===== config.mk =====
export PLATFORM = sky130hd
export DESIGN_NAME = pdly_top
export DESIGN_NICKNAME = d
export VERILOG_FILES = /design/src/rtl/pdly_pkg.sv /design/src/rtl/pdly_sync.sv /design/src/rtl/pdly_edge.sv /design/src/rtl/pdly_ctrl.sv /design/src/rtl/pdly_top.sv
export SDC_FILE = /design/constraint.sdc
export NUM_CORES = 1
export LEC_CHECK = 0
export BUFFER_PORTS_ARGS = -buffer_cell sky130_fd_sc_hd__buf_4
export CAP_MARGIN = 20
export CORE_AREA = 2 2 39 41
export DETAILED_ROUTE_END_ITERATION = 8
export DIE_AREA = 0 0 41 43
export PLACE_DENSITY = 0.55
export SETUP_SLACK_MARGIN = 0.3
export SLEW_MARGIN = 30
export SYNTH_ARGS = -nofsm -noshare
export SYNTH_HDL_FRONTEND = slang
export SYNTH_SLANG_ARGS = --single-unit

===== constraint.sdc =====
create_clock -name clk -period 1.42 [get_ports clk]
set_clock_uncertainty 0.15 [all_clocks]
set_input_delay 0.142 -clock clk [delete_from_list [all_inputs] [get_ports clk]]
set_output_delay 0.142 -clock clk [all_outputs]
set_load 0.05 [all_outputs]

===== src/rtl/pdly_pkg.sv =====
package pdly_pkg;

    // Number of flops in the trigger synchronizer.
    localparam int SYNC_STAGES = 2;

    // Controller phases.
    typedef enum logic [1:0] {
        ST_IDLE  = 2'd0,
        ST_DELAY = 2'd1,
        ST_PULSE = 2'd2
    } pdly_state_e;

    // Bits needed to count 0..n-1, never less than one.
    function automatic int cnt_bits(input int n);
        return (n > 1) ? $clog2(n) : 1;
    endfunction

endpackage


===== src/rtl/pdly_sync.sv =====
module pdly_sync #(
    parameter int STAGES = pdly_pkg::SYNC_STAGES
) (
    input  logic clk,
    input  logic rst,
    input  logic async_i,
    output logic sync_o
);
    logic [STAGES-1:0] chain_q;

    always_ff @(posedge clk) begin
        if (rst) begin
            chain_q <= '0;
        end else begin
            chain_q[0] <= async_i;
            for (int i = 1; i < STAGES; i++) begin
                chain_q[i] <= chain_q[i-1];
            end
        end
    end

    assign sync_o = chain_q[STAGES-1];
endmodule


===== src/rtl/pdly_edge.sv =====
module pdly_edge (
    input  logic clk,
    input  logic rst,
    input  logic level_i,
    output logic rise_o
);
    logic last_q;

    always_ff @(posedge clk) begin
        if (rst) begin
            last_q <= 1'b0;
        end else begin
            last_q <= level_i;
        end
    end

    assign rise_o = level_i & ~last_q;
endmodule


===== src/rtl/pdly_ctrl.sv =====
module pdly_ctrl
    import pdly_pkg::*;
#(
    parameter int DELAY_CYCLES = 8,
    parameter int WIDTH_CYCLES = 1,
    parameter int DLY_W = cnt_bits(DELAY_CYCLES),
    parameter int WID_W = cnt_bits(WIDTH_CYCLES)
) (
    input  logic              clk,
    input  logic              rst,
    input  logic              rise_i,
    output pdly_state_e       state_o,
    output logic [DLY_W-1:0]  dcnt_o,
    output logic              pulse_o
);
    localparam logic [DLY_W-1:0] D_LAST = DLY_W'(DELAY_CYCLES - 1);
    localparam logic [WID_W-1:0] W_LAST = WID_W'(WIDTH_CYCLES - 1);

    pdly_state_e      state_q;
    logic [DLY_W-1:0] dcnt_q;
    logic [WID_W-1:0] wcnt_q;
    logic             pulse_q;

    always_ff @(posedge clk) begin
        if (rst) begin
            state_q <= ST_IDLE;
            dcnt_q  <= '0;
            wcnt_q  <= '0;
            pulse_q <= 1'b0;
        end else begin
            case (state_q)
                ST_IDLE: begin
                    if (rise_i) begin
                        state_q <= ST_DELAY;
                        dcnt_q  <= '0;
                    end
                end
                ST_DELAY: begin
                    if (dcnt_q == D_LAST) begin
                        state_q <= ST_PULSE;
                        wcnt_q  <= '0;
                        pulse_q <= 1'b1;
                    end else begin
                        dcnt_q <= dcnt_q + 1'b1;
                    end
                end
                ST_PULSE: begin
                    if (wcnt_q == W_LAST) begin
                        state_q <= ST_IDLE;
                        dcnt_q  <= '0;
                        pulse_q <= 1'b0;
                    end else begin
                        wcnt_q <= wcnt_q + 1'b1;
                    end
                end
                default: begin
                    state_q <= ST_IDLE;
                    pulse_q <= 1'b0;
                end
            endcase
        end
    end

    assign state_o = state_q;
    assign dcnt_o  = dcnt_q;
    assign pulse_o = pulse_q;
endmodule


===== src/rtl/pdly_top.sv =====
module pdly_top
    import pdly_pkg::*;
#(
    parameter int DELAY_CYCLES = 8,
    parameter int WIDTH_CYCLES = 1
) (
    input  logic clk,
    input  logic rst,
    input  logic trig_i,
    output logic pulse_o
);
    localparam int DLY_W = cnt_bits(DELAY_CYCLES);
    localparam int WID_W = cnt_bits(WIDTH_CYCLES);

    logic             trig_sync;
    logic             trig_rise;
    pdly_state_e      ctl_state;
    logic [DLY_W-1:0] dly_cnt;

    pdly_sync #(.STAGES(SYNC_STAGES)) sync_i (
        .clk     (clk),
        .rst     (rst),
        .async_i (trig_i),
        .sync_o  (trig_sync)
    );

    pdly_edge edge_i (
        .clk     (clk),
        .rst     (rst),
        .level_i (trig_sync),
        .rise_o  (trig_rise)
    );

    pdly_ctrl #(
        .DELAY_CYCLES (DELAY_CYCLES),
        .WIDTH_CYCLES (WIDTH_CYCLES),
        .DLY_W        (DLY_W),
        .WID_W        (WID_W)
    ) ctrl_i (
        .clk     (clk),
        .rst     (rst),
        .rise_i  (trig_rise),
        .state_o (ctl_state),
        .dcnt_o  (dly_cnt),
        .pulse_o (pulse_o)
    );
endmodule


==> run summary <==
Outcome - finished clean
Reg2reg setup slack - 0.15 ns
Die area - 0.001763 mm2
Final Max Slew Viols - 0
Detailed-placement wirelength estimate - 428.4 um
Root Buffer - clkbuf_4
Crit path max fanout - 6
Synthesis-to-layout area growth - 33.33%
Post-synth top area cell - dfxtp_1
Initial core utilization - 28.48%
Clock Sinks - 9
Top-count cell post-synth - dfxtp_1
Crit end category - register
Critical Path AT - 1.25 ns
Synth cell count leaders - dfxtp_1, nand3_1, a31oi_1, nor2b_1, o211ai_1
Leakage power total - 0.1878 nW
CP Buf/Inv Count - 1
Clk buf depth - 2
HP Class - register to register
Mapped cell area - 394.1 um2
Syn nets - 43
Flop pwr share - 53.8%
Max VDD drop - 0.5393 mV
Aggregate global routing overflow - 0
Total negative slack - 0 ns
Die W - 41 um
Synth area leaders - dfxtp_1, ha_1, nand3_1
CTS tree - built
Relative slew margins - 74.52%
Vias - 305
Max Cap Viol - 0
Cell Pwr Density - 936.3 mW/mm2
Async set or reset register ratio after synthesis - 0%
Post-Synthesis Cells - 38
CP Class - register to register
H-tree levels - 1
Final critical-path share of the clock period - 89.24%
Reg clk slew, reported paths - 0.06 ns
Internal Power - 385.9 uW
Share of the synthesized area in the top cell type - 45.71%
Placer Congestion - 0.7095
Total global-route track usage - 9.990%
Initial antenna violation count - 0
Core Region - 0.001384 mm2
Buffers on Ports - 3
Least-Margin Pin Slew - 0.3817 ns
Net switching power of the design - 106.1 uW
Layout cells sized above 1 - 42.55%
Largest net degree at the start of global routing - 11
Rows - 14
DRC - 0
Via density - 4.841
Final wirelength - 695 um
Setup violations, final - 0
Fmax - 789.1 MHz
Warnings, synthesis - 0
Final #Nets - 53
Global-route wire length before repair - 1097 um
CP Launch Point - ctrl_i.dcnt_o[1]$_SDFFE_PP0P_
Final Hold Vio Count - 0
Synth Register Bits - 9
Hold Crit Start - sync_i.chain_q[0]$_SDFF_PP0_
R2r startpoint - ctrl_i.dcnt_o[1]$_SDFFE_PP0P_
Switch share - 21.57%
Non-Filler Instances - 63
Register area share after synthesis - 45.71%
TritonCTS Buffers - 3
Clock power share - 39.5%
Worst EP required - 1.40 ns
Stages on the worst setup path - 5
Dpl cells - 54
Logic pwr share - 6.8%
Ys flop type - dfxtp_1
Vias in the first global route - 262
RSZ-0062 raised after global routing - yes
Die H - 43 um
Startpoint Class - register
Post-DRT Antenna Nets - 0
EDFF count, synth - 0
Post-layout minimum cycle time - 1.267 ns
Cell repeated most along the worst path - ha_4
CP Cell Sequence - ha_4, ha_4, buf_4, a21oi_2, nor3_2
Mapped Avg Cell Area - 10.37 um2
Routed len/inst - 11.03 um
End of the critical path - ctrl_i.pulse_o$_SDFFE_PP0P_
Critical Path Slowest Stage Cell - dfxtp_4
FF-to-FF path depth - 5
CP top delay family - flip-flops
Ports - 4
TritonRoute pass-1 iters - 4
CP peak stage delay - 0.35 ns
Ant. Diodes - 0
Worst skew pair latency - 0.25 ns
Post-synth cell types - 16
Initial DRC count - 4
R2R Path End - ctrl_i.pulse_o$_SDFFE_PP0P_
## power groups by stage
stage	clock, mW	combinational, mW	sequential (mW)
after floorplan	0	0.0252	0.269
after global placement	0	0.0254	0.273
after detailed placement	0	0.0252	0.274
after CTS	0.206	0.0296	0.268
after global routing	0.223	0.0365	0.266
final	0.194	0.0332	0.265
## worst register-to-register path, delay by kind of cell (launching register included)
kind | cells | cell delay [ns]
flops | 1 | 0.35
fa+ha+maj | 2 | 0.34
buf+inv | 1 | 0.14
compound gates | 1 | 0.12
simple gates | 1 | 0.04
## per-layer routing
layer  GRT usage (%)  wire length (um)  vias up
met2           10.94               314       12
met3           3.141                35        2
met4           10.00                12        0
met1           14.05               333      136
met5               0                 0        -
li1                -                 -      155
## worst min-delay path by stage
stage,slack (ns),depth (start not counted),to
2_1_floorplan,0.12,1,sync_i.chain_q[0]$_SDFF_PP0_
3_3_place_gp,0.23,2,sync_i.chain_q[0]$_SDFF_PP0_
3_5_place_dp,0.21,2,sync_i.chain_q[0]$_SDFF_PP0_
4_1_cts,0.30,1,sync_i.chain_q[1]$_SDFF_PP0_
5_1_grt,0.32,1,sync_i.chain_q[1]$_SDFF_PP0_
6_report,0.29,1,sync_i.chain_q[1]$_SDFF_PP0_
## registers in the layout, indices dropped and copies added, names as in the netlist
name,flops
sync_i.chain_q,2
edge_i.last_q,1
ctrl_i.state_o,2
ctrl_i.pulse_o,1
ctrl_i.dcnt_o,3
## layout by cell type (no fill, tap or decap)
cell	instances
nand2b_4	1
dfxtp_4	2
o211ai_1	3
nand3_1	5
ha_4	2
dlygate4sd3_1	2
a21oi_2	1
clkbuf_1	1
nand2_1	1
mux2_4	1
nor2_2	1
nor3_1	1
a31oi_1	3
nor2_4	1
clkbuf_4	3
buf_4	6
dfxtp_1	7
nand3b_1	1
nor2b_1	3
nor3_2	2
## area by class of cell
class	count	area, um2
clock buffer	4	26.28
sequential	9	187.7
multi-input combinational	26	226.5
tap	16	20.02
timing repair buffer	8	65.06
fill	151	858.3
## repair_timing
action / CTS / global route
hold endpoints to repair: 9 / 0
setup buffers: 0 / 3
endpoints found under the setup margin: 5 / 6
pin swaps: 2 / 2
gates resized for setup: 1 / 4
hold buffers: 2 / 0
gates cloned: 0 / 0
## per-stage QoR
| stage | cell area [um2] | setup slack (ns) | util, % | total power, mW | hold WS, ns |
|---|---|---|---|---|---|
| after floorplan | 421.7 | 0.2208 | - | 0.2944 | 0.1202 |
| after global routing | 525.5 | 0.08994 | 37.97 | 0.5251 | 0.3218 |
| after detailed placement | 437.9 | 0.1359 | 31.65 | 0.2989 | 0.2128 |
| final | 525.5 | 0.1528 | 37.97 | 0.4920 | 0.2949 |
| after CTS | 489.2 | 0.1623 | 35.35 | 0.5034 | 0.3013 |
| after global placement | 437.9 | 0.1277 | 31.65 | 0.2988 | 0.2270 |
## kinds of logic (layout without fill, tap and decap cells)
group / Yosys count / in the layout / share of synthesized area [%]
AO/OA/AOI/OAI: 7 / 7 / 11.74
adder cells (fa/ha/maj): 2 / 2 / 6.348
buffers and inverters: 3 / 12 / 6.665
flip-flops: 9 / 9 / 45.71
multiplexers: 1 / 1 / 3.808
AND/OR/NAND/NOR: 16 / 16 / 25.71
No activity file was read; power rests on OpenSTA's default activity.
